==> src/rtl/rtcs_pkg.sv <==
package rtcs_pkg;
    localparam int REG_W = 32;

    typedef enum logic [3:0] {
        GRP_CTRL = 4'h0,
        GRP_STAT = 4'h1,
        GRP_SEC  = 4'h3,
        GRP_ALM  = 4'h4,
        GRP_WDG  = 4'h5,
        GRP_P0   = 4'h6,
        GRP_P1   = 4'h7
    } grp_e;

    typedef enum logic [1:0] {
        AL_WR  = 2'd0,
        AL_SET = 2'd1,
        AL_CLR = 2'd2,
        AL_RSV = 2'd3
    } alias_e;

    // control bits
    localparam int CB_AIE  = 0;
    localparam int CB_MIE  = 1;
    localparam int CB_PEND = 2;
    localparam int CB_WDEN = 4;
    localparam int CB_SRST = 31;
    // persistent 0 bits
    localparam int PB_WAKE_EN = 1;
    localparam int PB_ARM     = 2;
    localparam int PB_WAKE    = 7;
    // persistent 1 bits
    localparam int P1B_RELOAD = 31;
    // status layout
    localparam int STALE_LSB   = 16;
    localparam int PRESENT_BIT = 31;
    // stale slots (copy order)
    localparam int SL_P0  = 0;
    localparam int SL_P1  = 1;
    localparam int SL_ALM = 6;
    localparam int SL_SEC = 7;

    function automatic logic [REG_W-1:0] alias_apply(
        input logic [1:0]       als,
        input logic [REG_W-1:0] cur,
        input logic [REG_W-1:0] wd
    );
        logic [REG_W-1:0] r;
        case (als)
            AL_WR:   r = wd;
            AL_SET:  r = cur | wd;
            AL_CLR:  r = cur & ~wd;
            default: r = cur;
        endcase
        return r;
    endfunction
endpackage

==> src/rtl/rtcs_sync.sv <==
module rtcs_sync #(
    parameter int NSLOT = 8,
    localparam int IW   = $clog2(NSLOT)
) (
    input  logic             clk,
    input  logic             rst_n,
    input  logic             clr,
    input  logic             slow_en,
    input  logic [NSLOT-1:0] mark,
    output logic [NSLOT-1:0] stale,
    output logic             copy_vld,
    output logic [IW-1:0]    copy_idx
);
    typedef enum logic {SY_IDLE, SY_PEND} sy_e;
    sy_e sy_q, sy_d;
    logic [NSLOT-1:0] stale_q, stale_d, done_vec;

    // lowest stale slot goes first
    always_comb begin
        copy_idx = '0;
        for (int i = NSLOT - 1; i >= 0; i--) begin
            if (stale_q[i]) copy_idx = IW'(i);
        end
    end

    // outputs
    always_comb begin
        copy_vld = 1'b0;
        unique case (sy_q)
            SY_IDLE: copy_vld = 1'b0;
            SY_PEND: copy_vld = slow_en && !clr;
        endcase
        done_vec = copy_vld ? (NSLOT'(1) << copy_idx) : '0;
        stale_d  = clr ? '0 : ((stale_q & ~done_vec) | mark);
        sy_d     = (stale_d != '0) ? SY_PEND : SY_IDLE;
    end

    // state register
    always_ff @(posedge clk or negedge rst_n) begin
        if (!rst_n) begin
            sy_q    <= SY_IDLE;
            stale_q <= '0;
        end else begin
            sy_q    <= sy_d;
            stale_q <= stale_d;
        end
    end

    assign stale = stale_q;


    lowest_first_chk: assert property (@(posedge clk) disable iff (!rst_n)
        copy_vld |-> (stale_q[copy_idx] &&
                      ((stale_q & ((NSLOT'(1) << copy_idx) - NSLOT'(1))) == '0)));

    stale_held_chk: assert property (@(posedge clk) disable iff (!rst_n)
        (!clr && (mark != '0)) |=> ((stale_q & $past(mark)) == $past(mark)));
endmodule

==> src/rtl/rtcs_alarm.sv <==
module rtcs_alarm #(
    parameter int W = 32
) (
    input  logic         clk,
    input  logic         rst_n,
    input  logic         clr,
    input  logic [W-1:0] secs,
    input  logic [W-1:0] alm,
    input  logic         arm,
    input  logic         pend_clr,
    output logic         pend,
    output logic         hit
);
    logic match_now, match_q, pend_q;

    assign match_now = arm && (secs == alm);
    assign hit       = match_now && !match_q;

    always_ff @(posedge clk or negedge rst_n) begin
        if (!rst_n) begin
            match_q <= 1'b0;
            pend_q  <= 1'b0;
        end else if (clr) begin
            match_q <= 1'b0;
            pend_q  <= 1'b0;
        end else begin
            match_q <= match_now;
            if (hit)           pend_q <= 1'b1;
            else if (pend_clr) pend_q <= 1'b0;
        end
    end

    assign pend = pend_q;


    pend_on_match_chk: assert property (@(posedge clk) disable iff (!rst_n)
        $rose(pend_q) |-> $past(match_now));

    pend_kept_chk: assert property (@(posedge clk) disable iff (!rst_n)
        (pend_q && !pend_clr && !clr) |=> pend_q);
endmodule

==> src/rtl/rtcs_wdog.sv <==
module rtcs_wdog #(
    parameter int W = 32
) (
    input  logic         clk,
    input  logic         rst_n,
    input  logic         clr,
    input  logic         en,
    input  logic [W-1:0] tmo,
    input  logic         reload,
    input  logic         slow_en,
    output logic         bite
);
    typedef enum logic [1:0] {WD_OFF, WD_RUN, WD_BITE} wd_e;
    wd_e wd_q, wd_d;
    logic [W-1:0] cnt_q, cnt_d;

    always_comb begin
        wd_d  = wd_q;
        cnt_d = cnt_q;
        unique case (wd_q)
            WD_OFF: begin
                if (en && tmo != '0) begin
                    wd_d  = WD_RUN;
                    cnt_d = tmo;
                end
            end
            WD_RUN: begin
                if (!en || tmo == '0) begin
                    wd_d = WD_OFF;
                end else if (reload) begin
                    cnt_d = tmo;
                end else if (slow_en) begin
                    if (cnt_q <= W'(1)) wd_d = WD_BITE;
                    else                cnt_d = cnt_q - W'(1);
                end
            end
            WD_BITE: begin
                cnt_d = tmo;
                wd_d  = (en && tmo != '0) ? WD_RUN : WD_OFF;
            end
            default: wd_d = WD_OFF;
        endcase
        if (clr) begin
            wd_d  = WD_OFF;
            cnt_d = '0;
        end
    end

    always_ff @(posedge clk or negedge rst_n) begin
        if (!rst_n) begin
            wd_q  <= WD_OFF;
            cnt_q <= '0;
        end else begin
            wd_q  <= wd_d;
            cnt_q <= cnt_d;
        end
    end

    always_comb begin
        bite = 1'b0;
        unique case (wd_q)
            WD_OFF:  bite = 1'b0;
            WD_RUN:  bite = 1'b0;
            WD_BITE: bite = 1'b1;
            default: bite = 1'b0;
        endcase
    end


    bite_single_chk: assert property (@(posedge clk) disable iff (!rst_n)
        bite |=> !bite);

    bite_after_pulse_chk: assert property (@(posedge clk) disable iff (!rst_n)
        $rose(bite) |-> ($past(slow_en) && $past(en)));
endmodule

==> src/rtl/rtcs_top.sv <==
module rtcs_top
    import rtcs_pkg::*;
#(
    parameter int AW    = 8,
    parameter int NSLOT = 8,
    localparam int IW   = $clog2(NSLOT)
) (
    input  logic             clk,
    input  logic             rst_n,
    input  logic             slow_en,
    input  logic             sec_tick,
    input  logic             bus_wr,
    input  logic [AW-1:0]    bus_addr,
    input  logic [REG_W-1:0] bus_wdata,
    output logic [REG_W-1:0] bus_rdata,
    output logic             irq_alarm,
    output logic             wdog_bite
);
    logic [3:0] grp;
    logic [1:0] als;
    logic       wr_ok;
    logic       wr_ctrl, wr_sec, wr_alm, wr_wdg, wr_p0, wr_p1;

    assign grp   = bus_addr[7:4];
    assign als   = bus_addr[3:2];
    assign wr_ok = bus_wr && (als != AL_RSV);

    always_comb begin
        wr_ctrl = wr_ok && (grp == GRP_CTRL);
        wr_sec  = wr_ok && (grp == GRP_SEC);
        wr_alm  = wr_ok && (grp == GRP_ALM);
        wr_wdg  = wr_ok && (grp == GRP_WDG);
        wr_p0   = wr_ok && (grp == GRP_P0);
        wr_p1   = wr_ok && (grp == GRP_P1);
    end

    // fast-domain state
    logic aie_q, mie_q, wden_q;
    logic [REG_W-1:0] tmo_q;
    logic [REG_W-1:0] h_p0_q, h_p1_q, h_alm_q, h_sec_q;
    // slow-domain state
    logic [REG_W-1:0] s_p0_q, s_p1_q, s_alm_q, s_sec_q;

    logic [NSLOT-1:0] stale, mark;
    logic             copy_vld;
    logic [IW-1:0]    copy_idx;
    logic             cp_p0, cp_p1, cp_alm, cp_sec;
    logic             pend, hit;
    logic             sr_req, sr_go, pend_clr;
    logic [REG_W-1:0] ctrl_rd, nv_ctrl, nv_wdg, nv_p0, nv_p1, nv_alm, nv_sec;

    always_comb begin
        ctrl_rd          = '0;
        ctrl_rd[CB_AIE]  = aie_q;
        ctrl_rd[CB_MIE]  = mie_q;
        ctrl_rd[CB_PEND] = pend;
        ctrl_rd[CB_WDEN] = wden_q;
    end

    // new values: set/clear act on the pending value if one is waiting
    always_comb begin
        nv_ctrl = alias_apply(als, ctrl_rd, bus_wdata);
        nv_wdg  = alias_apply(als, tmo_q, bus_wdata);
        nv_p0   = alias_apply(als, stale[SL_P0]  ? h_p0_q  : s_p0_q,  bus_wdata);
        nv_p1   = alias_apply(als, stale[SL_P1]  ? h_p1_q  : s_p1_q,  bus_wdata);
        nv_alm  = alias_apply(als, stale[SL_ALM] ? h_alm_q : s_alm_q, bus_wdata);
        nv_sec  = alias_apply(als, stale[SL_SEC] ? h_sec_q : s_sec_q, bus_wdata);
    end

    assign sr_req   = wr_ctrl && bus_wdata[CB_SRST];
    assign sr_go    = sr_req && !wden_q;
    assign pend_clr = wr_ctrl && (als == AL_CLR) && bus_wdata[CB_PEND];

    always_comb begin
        mark         = '0;
        mark[SL_P0]  = wr_p0;
        mark[SL_P1]  = wr_p1;
        mark[SL_ALM] = wr_alm;
        mark[SL_SEC] = wr_sec;
    end

    rtcs_sync #(.NSLOT(NSLOT)) u_sync (
        .clk      (clk),
        .rst_n    (rst_n),
        .clr      (sr_go),
        .slow_en  (slow_en),
        .mark     (mark),
        .stale    (stale),
        .copy_vld (copy_vld),
        .copy_idx (copy_idx)
    );

    always_comb begin
        cp_p0  = copy_vld && (copy_idx == IW'(SL_P0));
        cp_p1  = copy_vld && (copy_idx == IW'(SL_P1));
        cp_alm = copy_vld && (copy_idx == IW'(SL_ALM));
        cp_sec = copy_vld && (copy_idx == IW'(SL_SEC));
    end

    // control and watchdog timeout
    always_ff @(posedge clk or negedge rst_n) begin
        if (!rst_n) begin
            aie_q  <= 1'b0;
            mie_q  <= 1'b0;
            wden_q <= 1'b0;
            tmo_q  <= '0;
        end else if (sr_go) begin
            aie_q  <= 1'b0;
            mie_q  <= 1'b0;
            wden_q <= 1'b0;
            tmo_q  <= '0;
        end else begin
            if (wr_ctrl) begin
                aie_q  <= nv_ctrl[CB_AIE];
                mie_q  <= nv_ctrl[CB_MIE];
                wden_q <= nv_ctrl[CB_WDEN];
            end
            if (wr_wdg) tmo_q <= nv_wdg;
        end
    end

    // holding registers
    always_ff @(posedge clk or negedge rst_n) begin
        if (!rst_n) begin
            h_p0_q  <= '0;
            h_p1_q  <= '0;
            h_alm_q <= '0;
            h_sec_q <= '0;
        end else if (sr_go) begin
            h_p0_q  <= '0;
            h_p1_q  <= '0;
            h_alm_q <= '0;
        end else begin
            if (wr_p0)  h_p0_q  <= nv_p0;
            if (wr_p1)  h_p1_q  <= nv_p1;
            if (wr_alm) h_alm_q <= nv_alm;
            if (wr_sec) h_sec_q <= nv_sec;
        end
    end

    // slow domain: copies, seconds count, wake flag
    logic [REG_W-1:0] p0_nx;
    always_comb begin
        p0_nx = cp_p0 ? h_p0_q : s_p0_q;
        if (hit && s_p0_q[PB_WAKE_EN]) p0_nx[PB_WAKE] = 1'b1;
    end

    always_ff @(posedge clk or negedge rst_n) begin
        if (!rst_n) begin
            s_p0_q  <= '0;
            s_p1_q  <= '0;
            s_alm_q <= '0;
            s_sec_q <= '0;
        end else begin
            if (cp_sec)        s_sec_q <= h_sec_q;
            else if (sec_tick) s_sec_q <= s_sec_q + REG_W'(1);
            if (sr_go) begin
                s_p0_q  <= '0;
                s_p1_q  <= '0;
                s_alm_q <= '0;
            end else begin
                s_p0_q <= p0_nx;
                if (cp_p1)  s_p1_q  <= h_p1_q;
                if (cp_alm) s_alm_q <= h_alm_q;
            end
        end
    end

    rtcs_alarm #(.W(REG_W)) u_alarm (
        .clk      (clk),
        .rst_n    (rst_n),
        .clr      (sr_go),
        .secs     (s_sec_q),
        .alm      (s_alm_q),
        .arm      (s_p0_q[PB_ARM]),
        .pend_clr (pend_clr),
        .pend     (pend),
        .hit      (hit)
    );

    rtcs_wdog #(.W(REG_W)) u_wdog (
        .clk     (clk),
        .rst_n   (rst_n),
        .clr     (sr_go),
        .en      (wden_q),
        .tmo     (tmo_q),
        .reload  (cp_p1 && h_p1_q[P1B_RELOAD]),
        .slow_en (slow_en),
        .bite    (wdog_bite)
    );

    assign irq_alarm = pend && aie_q;

    always_comb begin
        bus_rdata = '0;
        case (grp)
            GRP_CTRL: bus_rdata = ctrl_rd;
            GRP_STAT: begin
                bus_rdata[PRESENT_BIT] = 1'b1;
                bus_rdata[STALE_LSB +: NSLOT] = stale;
            end
            GRP_SEC:  bus_rdata = s_sec_q;
            GRP_ALM:  bus_rdata = s_alm_q;
            GRP_WDG:  bus_rdata = tmo_q;
            GRP_P0:   bus_rdata = s_p0_q;
            GRP_P1:   bus_rdata = s_p1_q;
            default:  bus_rdata = '0;
        endcase
    end


    srst_refused_chk: assert property (@(posedge clk) disable iff (!rst_n)
        (sr_req && wden_q && !slow_en && (stale != '0)) |=> (stale != '0));

    sec_copy_wins_chk: assert property (@(posedge clk) disable iff (!rst_n)
        cp_sec |=> (s_sec_q == $past(h_sec_q)));
endmodule

==> config.mk <==
export PLATFORM = sky130hd
export DESIGN_NAME = rtcs_top
export DESIGN_NICKNAME = d
export VERILOG_FILES = /design/src/rtl/rtcs_pkg.sv /design/src/rtl/rtcs_sync.sv /design/src/rtl/rtcs_alarm.sv /design/src/rtl/rtcs_wdog.sv /design/src/rtl/rtcs_top.sv
export SDC_FILE = /design/constraint.sdc
export NUM_CORES = 1
export LEC_CHECK = 0
export BUFFER_PORTS_ARGS = -buffer_cell sky130_fd_sc_hd__buf_2
export CORE_ASPECT_RATIO = 1.4
export CORE_MARGIN = 2
export CORE_UTILIZATION = 57
export CTS_CLUSTER_DIAMETER = 200
export CTS_CLUSTER_SIZE = 14
export DETAILED_ROUTE_END_ITERATION = 10
export GPL_TIMING_DRIVEN = 0
export PLACE_DENSITY_LB_ADDON = 0.08
export SLEW_MARGIN = 10
export SYNTH_ARGS = -nofsm -noshare
export SYNTH_HDL_FRONTEND = slang
export SYNTH_SLANG_ARGS = --single-unit
==> constraint.sdc <==
create_clock -name clk -period 2.8 [get_ports clk]
set_clock_uncertainty 0.2 [all_clocks]
set_input_delay 0.56 -clock clk [delete_from_list [all_inputs] [get_ports clk]]
set_output_delay 0.56 -clock clk [all_outputs]
set_load 0.02 [all_outputs]
# Yosys cells after proc, flatten, opt, wreduce, memory -nomap -nowiden
# Index checks and enable logic that the tools add are counted.
word_totals:
  in_bits: 45
  elab_cells: 183
  register_bits: 336
op_classes:
  order_cmp: 1
  n_shift: 1
  eq_ne: 22
  muxes: 69
  reduce_logical: 51
  bitwise: 18
  add_sub_neg: 2
op_table:
  columns: ["cell", "n"]
  rows:
  - ["$mux W32", 26]
  - ["$pmux W32 S3", 6]
  - ["$and A32 B32 Y32", 5]
  - ["$or A32 B32 Y32", 5]
  - ["$pmux W16 S6", 1]
  - ["$pmux W8 S6", 1]
  - ["$pmux W7 S5", 1]
  - ["$add A32 B1 Y32 const B", 1]
  - ["$eq A32 B32 Y1", 1]
  - ["$le A32 B1 Y1 const B", 1]
  - ["$logic_not A32 Y1", 1]
  - ["$not A32 Y32", 1]
  - ["$reduce_bool A32 Y1", 1]
  - ["$sub A32 B1 Y32 const B", 1]
  - ["$mux W3", 8]
  - ["$logic_and A1 B1 Y1", 22]
  - ["$reduce_bool A2 Y1", 9]
  - ["$eq A4 B3 Y1 const B", 4]
  - ["$mux W8", 2]
  - ["$pmux W5 S3", 1]
  - ["$mux W1", 14]
  - ["$mux W2", 6]
  - ["$ne A4 B3 Y1 const B", 3]
  - ["$and A8 B8 Y8", 1]
  - ["31 further kinds", 42]

# Depth between registers and ports, before layout
logic_depth:
  ltp_word: 16
  mapped_depth: 12
  depth_no_buf: 9

# Hierarchy
# A second synthesis with hierarchy kept.
unflattened:
  cells_unflattened: 2301
  area_unflattened_um2: 19638.8
by_module_without_submodules:
  columns: ["mod", "cells_per_inst", "area_each_um2", "n_inst"]
  rows:
  - ["rtcs_top", 1875, 16042.9, 1]
  - ["rtcs_wdog", 314, 2605.0, 1]
  - ["rtcs_sync", 59, 548.0, 1]
  - ["rtcs_alarm", 53, 442.9, 1]

# Worst setup path after synthesis
# No wires, ideal clock.
synth_path:
  kind: "input -> register"
  from: "input port bus_addr[2]"
  to: "register u_wdog.cnt_q[14]"
  cell_stages: 12
  setup_slack_ns: -0.162
  n_path_buf: 4
  t_arrival_ns: 2.627
  t_required_ns: 2.465
  cell_sequence: "ha_1 > nor2b_1 > clkbuf_1 > and4_1 > clkbuf_8 > nor3_1 > a21oi_1 > clkbuf_1 > clkbuf_1 > o21ai_0 > a21oi_1 > nor3_2"
synth_via:
  elab_chain_len: 14
  word_cells_on_any_way: 20
synth_lines:
  columns: ["element", "line", "source"]
  rows:
  - ["start: declaration", "rtcs_top.sv:13", "input logic [AW-1:0] bus_addr,"]
  - ["$ne A2 B2 Y1 *", "rtcs_top.sv:26", "assign wr_ok = bus_wr && (als != AL_RSV);"]
  - ["$logic_and A1 B1 Y1 *", "rtcs_top.sv:26", null]
  - ["$logic_and A1 B1 Y1 *", "rtcs_top.sv:29", "wr_ctrl = wr_ok && (grp == GRP_CTRL);"]
  - ["$logic_and A1 B1 Y1 *", "rtcs_top.sv:70", "assign sr_req = wr_ctrl && bus_wdata[CB_SRST];"]
  - ["$logic_and A1 B1 Y1 *", "rtcs_top.sv:71", "assign sr_go = sr_req && !wden_q;"]
  - ["$logic_not A1 Y1", "rtcs_sync.sv:31", "SY_PEND: copy_vld = slow_en && !clr;"]
  - ["$logic_and A1 B1 Y1", "rtcs_sync.sv:31", null]
  - ["$pmux W1 S2", "rtcs_sync.sv:29", "unique case (sy_q)"]
  - ["$logic_and A1 B1 Y1", "rtcs_top.sv:95", "cp_p1 = copy_vld && (copy_idx == IW'(SL_P1));"]
  - ["$logic_and A1 B1 Y1", "rtcs_top.sv:187", ".reload (cp_p1 && h_p1_q[P1B_RELOAD]),"]
  - ["$mux W32", "rtcs_wdog.sv:30", "end else if (reload) begin"]
  - ["$mux W32", "rtcs_wdog.sv:28", "if (!en || tmo == '0) begin"]
  - ["$pmux W32 S3", "rtcs_wdog.sv:20", "unique case (wd_q)"]
  - ["$mux W32", "rtcs_wdog.sv:43", "if (clr) begin"]
  - ["end signal: assignment", "rtcs_wdog.sv:55", "cnt_q <= cnt_d;"]
  - ["end: declaration", "rtcs_wdog.sv:15", "logic [W-1:0] cnt_q, cnt_d;"]
# Mark *: on every way between the ends. The rest lies on a longest branch, timed or not. The select of a mux whose other input is x is not followed.
# A chain may end at the register's enable or synchronous reset.

# Worst setup path in the final report
layout_path:
  from: "register u_wdog.cnt_q[4]"
  to: "register u_wdog.cnt_q[29]"
layout_via:
  elab_chain_len: 7
  word_cells_on_any_way: 10
layout_lines:
  columns: ["element", "line", "source"]
  rows:
  - ["$sub A32 B1 Y32", "rtcs_wdog.sv:34", "else cnt_d = cnt_q - W'(1);"]
  - ["$mux W32", "rtcs_wdog.sv:33", "if (cnt_q <= W'(1)) wd_d = WD_BITE;"]
  - ["$mux W32", "rtcs_wdog.sv:32", "end else if (slow_en) begin"]
  - ["$mux W32", "rtcs_wdog.sv:30", null]
  - ["$mux W32", "rtcs_wdog.sv:28", null]
  - ["$pmux W32 S3", "rtcs_wdog.sv:20", null]
  - ["$mux W32", "rtcs_wdog.sv:43", null]
# Several ways; a longest one is shown, not always the timed one. The select of a mux whose other input is x is not followed.

==> summary by stage <==
GRT
The global-route total usage across every layer is 0.454. The via count of the first global-routing pass is 18,500. Entering global routing, the biggest net connects 101 pins. For met3 alone, demand over resource in global routing was 0.116. In the global route stage, met2 resource usage came out at 0.673. The most congested layer reported by global routing is met2. The global routing met1 resource utilization is 0.564. The first global-routing pass estimated 115 mm of wire. The total grt overflow is 0. The initial antenna violation count is 3.

Floorplanning
The die boundary height is 219 um. The floorplan step defined a die boundary enclosing 34,600 um2. After floorplanning, the core was sized to cover 32,500 um2. The initialized floorplan defines 78 standard-cell rows.

The initial standard-cell utilization of the core is 0.580. 79 I/O pins were placed. From left edge to right edge, the die measures 158 um.

Pwr
The post-layout total power is 19,500 uW. The share of total power dissipated in sequential elements is 0.434. The total net switching power is 8490 uW. Of the total power, combinational logic draws 0.384. The internal portion of total power is 11,000 uW.

The worst-case IR drop observed on VDD is 0.552 mV. In this run the static leakage power is 0.00948 uW. For this design the ratio of total power to cell area is 916 nW/um2. The switching part of the total power is 0.435. The portion of total power attributed to the clock network is 0.181.

Yosys
For this run, asynchronously set or reset flops after synthesis account for 1.00. The gate count of the mapped netlist is 2,172. Among all flip-flop cells after synthesis, the most frequent one is sky130_fd_sc_hd__dfrtp_1.

The number of nets handed over by synthesis was 2,225. For this run, the number of Yosys warnings is 0. The count of cell types in the netlist is 68. By area the synthesized netlist is led by sky130_fd_sc_hd__dfrtp_1, sky130_fd_sc_hd__nand2_1, sky130_fd_sc_hd__mux2i_1, sky130_fd_sc_hd__a32o_1, sky130_fd_sc_hd__a21oi_1.

By count the netlist is led by sky130_fd_sc_hd__nand2_1, sky130_fd_sc_hd__dfrtp_1, sky130_fd_sc_hd__clkbuf_1. The post-synthesis average cell area is 8.68 um2. The synthesis-stage register bit count is 336. The number of enable-type register cells in the synthesized netlist is 0. The share of synthesized area in the top cell type comes to 0.446. Of the synthesized area, sequential elements account for 0.446. The post-synthesis instance area is 18,800 um2. The post-synthesis cell type with the largest combined area is sky130_fd_sc_hd__dfrtp_1. The leading cell type by number of instances after synthesis is sky130_fd_sc_hd__nand2_1.

Final layout
The utilization after layout is 0.655. The count of nets after finishing is 2,353. From synthesis to final layout, the design area changed by 12.9%. Summing all flip-flop and latch instances after layout gives 8410 um2. The count of cells in the finished layout, fillers not included, comes to 2,742. The number of filler instances in the final layout is 2,795. The share of layout cells above drive strength 1 is 0.115. Summing all multi-input logic gate instances after layout gives 9970 um2.

Setup path
The worst register-to-register path ends at u_wdog.cnt_q[29]. The setup check on the worst reg-to-reg path leaves a slack of -0.15 ns. Together, buffers and inverters on the worst path number 1. The instance count on the critical path is 8. The worst register-to-register path begins at u_wdog.cnt_q[4].

The worst setup path category is flip-flop to flip-flop. The biggest fanout along the worst timing path is 6. The kind of launch point of the worst setup path is a flip-flop.

STA puts the critical path data required time at 3.07 ns. For the worst setup path, the data arrival time is 3.22 ns. Grouping stages by cell kind, the critical path spends the most delay in simple AND/OR/NAND/NOR gates. STA classifies the critical path endpoint as a flip-flop. The slowest stage cell on the critical path is sky130_fd_sc_hd__or4_1. The maximum cell stage delay along the critical path is 0.62 ns. Traced cell by cell, the critical path runs through or4_1, nor3_1, nand3_1, a211o_4, a21oi_4, buf_8, nor2_1, o221a_1. The worst reg-to-reg path cell count is 8.

Worst hold path
The number of cells on the worst hold path is 3. The startpoint identified for the worst hold timing path is bus_wdata[5]. The endpoint of the worst hold path is tmo_q[5]. The path class of the tightest hold or removal check is primary input to flip-flop.

Run status
The final reports fail on setup timing. The run finished, with violations left.

Clocking
The clock tree from TritonCTS is built. The root buffer cell chosen for the clock tree is sky130_fd_sc_hd__clkbuf_16. Clock tree synthesis inserted a total of 27 buffers. The CTS sink count is 336. In this run the number of H-tree levels came out at 1. The longest clock path from root to sink contains 3 buffers. The clock edge transition at the registers on the reported setup and hold paths is 0.07 ns. The clock insertion delay at the later pin of the skew report is 0.60 ns.

STA
The minimum period implied by the final worst setup slack is 2.95 ns. Based on the critical path, the design can be clocked at up to 0.339 GHz. In the post-route analysis, the smallest setup slack over all paths is -0.153 ns. Measured against its own limit, the worst slew margin works out to 0.127. The final-report max-slew violation count is 0. For the pin with the worst max-slew slack, the measured transition is 1.31 ns. Setup repair after global routing could not meet its margin everywhere. The final sum of negative setup slack is -3.53 ns. The number of failing hold endpoints at the final stage was 0. Setup violations remaining at the end of the flow were counted as 35. The share of the clock period used by the worst path is 1.05.

Route
Summing over every cut layer, the via total after detailed routing is 18,900. The initial DRC count is 2,639. The iteration count of the initial detailed-routing pass is 6. The detailed-route wire length per cell is 28.4 um. The number of nets with antenna violations after detailed routing is 0. Dividing the detail-routed via count by the number of cells gives 6.90.

The post-detailed-route DRC marker count is 0. The final wirelength is 77.9 mm.

Placed design
The total of buffers placed on input and output ports is 75. The number of cells after detailed placement is 2,691. The final weighted congestion in routability-driven placement is 0.995. Summed over all nets, the half-perimeter wirelength after detailed placement is 53.2 mm.

Job
Across the run, the number of max-cap violations was 0.
## layout make-up
cell class	instances	share of cell area
diodes	3	0.000353
plain buffers	164	0.0417
clock buffers	27	0.0317
clock inverters	1	0.000411
inverters	14	0.00247
multi-input cells	1650	0.468
flip-flops and latches	336	0.395
well taps	440	0.0259
repair buffers	107	0.0339
## layout by cell type, fill, tap and decap left out, types with 27 or more instances in the layout
cell / count
sky130_fd_sc_hd__nand2_1: 509
sky130_fd_sc_hd__dfrtp_1: 331
sky130_fd_sc_hd__a21oi_1: 138
sky130_fd_sc_hd__o21ai_0: 121
sky130_fd_sc_hd__nor2_1: 101
sky130_fd_sc_hd__mux2i_1: 97
sky130_fd_sc_hd__a32o_1: 96
sky130_fd_sc_hd__clkbuf_1: 83
sky130_fd_sc_hd__buf_2: 78
sky130_fd_sc_hd__nand3_1: 64
sky130_fd_sc_hd__a22oi_1: 51
sky130_fd_sc_hd__xor2_1: 51
sky130_fd_sc_hd__nand2b_1: 39
sky130_fd_sc_hd__buf_4: 37
sky130_fd_sc_hd__nor2b_1: 35
sky130_fd_sc_hd__a211oi_1: 35
sky130_fd_sc_hd__clkbuf_2: 34
sky130_fd_sc_hd__nand3b_1: 31
sky130_fd_sc_hd__o22ai_1: 29
sky130_fd_sc_hd__clkbuf_16: 27
## sequential cells by signal (all words and copies together) (netlist names)
name,flops
u_alarm.pend,1
u_wdog.cnt_q,32
u_sync.stale,8
tmo_q,32
u_wdog.wd_q,2
s_p0_q,32
h_alm_q,32
h_sec_q,32
h_p1_q,32
s_alm_q,32
h_p0_q,32
mie_q,1
u_sync.sy_q,1
aie_q,1
u_alarm.match_q,1
s_sec_q,32
wden_q,1
s_p1_q,32
## worst max path at each step
stage                     startpoint                to  slack, ns
CTS                 u_wdog.cnt_q[18]   u_wdog.cnt_q[4]      -0.23
finish               u_wdog.cnt_q[4]  u_wdog.cnt_q[29]      -0.15
global route        u_wdog.cnt_q[20]  u_wdog.cnt_q[17]      -0.24
floorplan           u_wdog.cnt_q[23]  u_wdog.cnt_q[14]      -0.02
detailed placement       bus_addr[2]         s_p1_q[7]      -1.16
global placement               rst_n        s_p0_q[15]      -5.66
## stage by stage
stage	worst slack [ns]	hold WS, ns	cell area (um2)
4_1_cts	-0.226	0.111	21100
3_5_place_dp	-1.16	0.270	19900
3_3_place_gp	-5.66	0.260	19800
6_report	-0.153	0.113	21300
2_1_floorplan	-0.0158	0.0644	18900
5_1_grt	-0.236	0.126	21300
## timing repair
action	in CTS	in global routing
hold buffers	1	0
endpoints found under the hold margin	55	0
cloned	2	0
pin swaps	14	14
resized for setup	117	93
buffers inserted	17	8
endpoints found under the setup margin	241	199
## worst register-to-register path, stage by stage (launching register included)
cell and delay [ns]:
sky130_fd_sc_hd__dfrtp_1 0.44, sky130_fd_sc_hd__or4_1 0.62, sky130_fd_sc_hd__nor3_1 0.39, sky130_fd_sc_hd__nand3_1 0.16, sky130_fd_sc_hd__a211o_4 0.36, sky130_fd_sc_hd__a21oi_4 0.19
sky130_fd_sc_hd__buf_8 0.18, sky130_fd_sc_hd__nor2_1 0.06, sky130_fd_sc_hd__o221a_1 0.25
## logic make-up after synthesis
family | after synthesis | synth area share
simple gates | 910 | 0.220
fa+ha+maj | 8 | 0.00531
buf+inv | 186 | 0.0395
xor+xnor | 63 | 0.0293
flops | 336 | 0.446
mux | 102 | 0.0545
compound gates | 567 | 0.206
## power by group through the flow
stage               Combinational (uW)  Sequential, uW  Clock (uW)
CTS                               7120            8300        3520
detailed placement                6880            8330           0
finish                            7500            8460        3540
floorplan                         4770            7680           0
global placement                  6670            8270           0
global route                      8070            8590        3710
## metal layers
layer / share of wire / wire length, um
met5: 0.00019 / 15
met4: 0.088 / 6850
met3: 0.11 / 8620
met2: 0.44 / 34500
met1: 0.36 / 27900
Note: power is estimated with default switching activity, not from simulation.
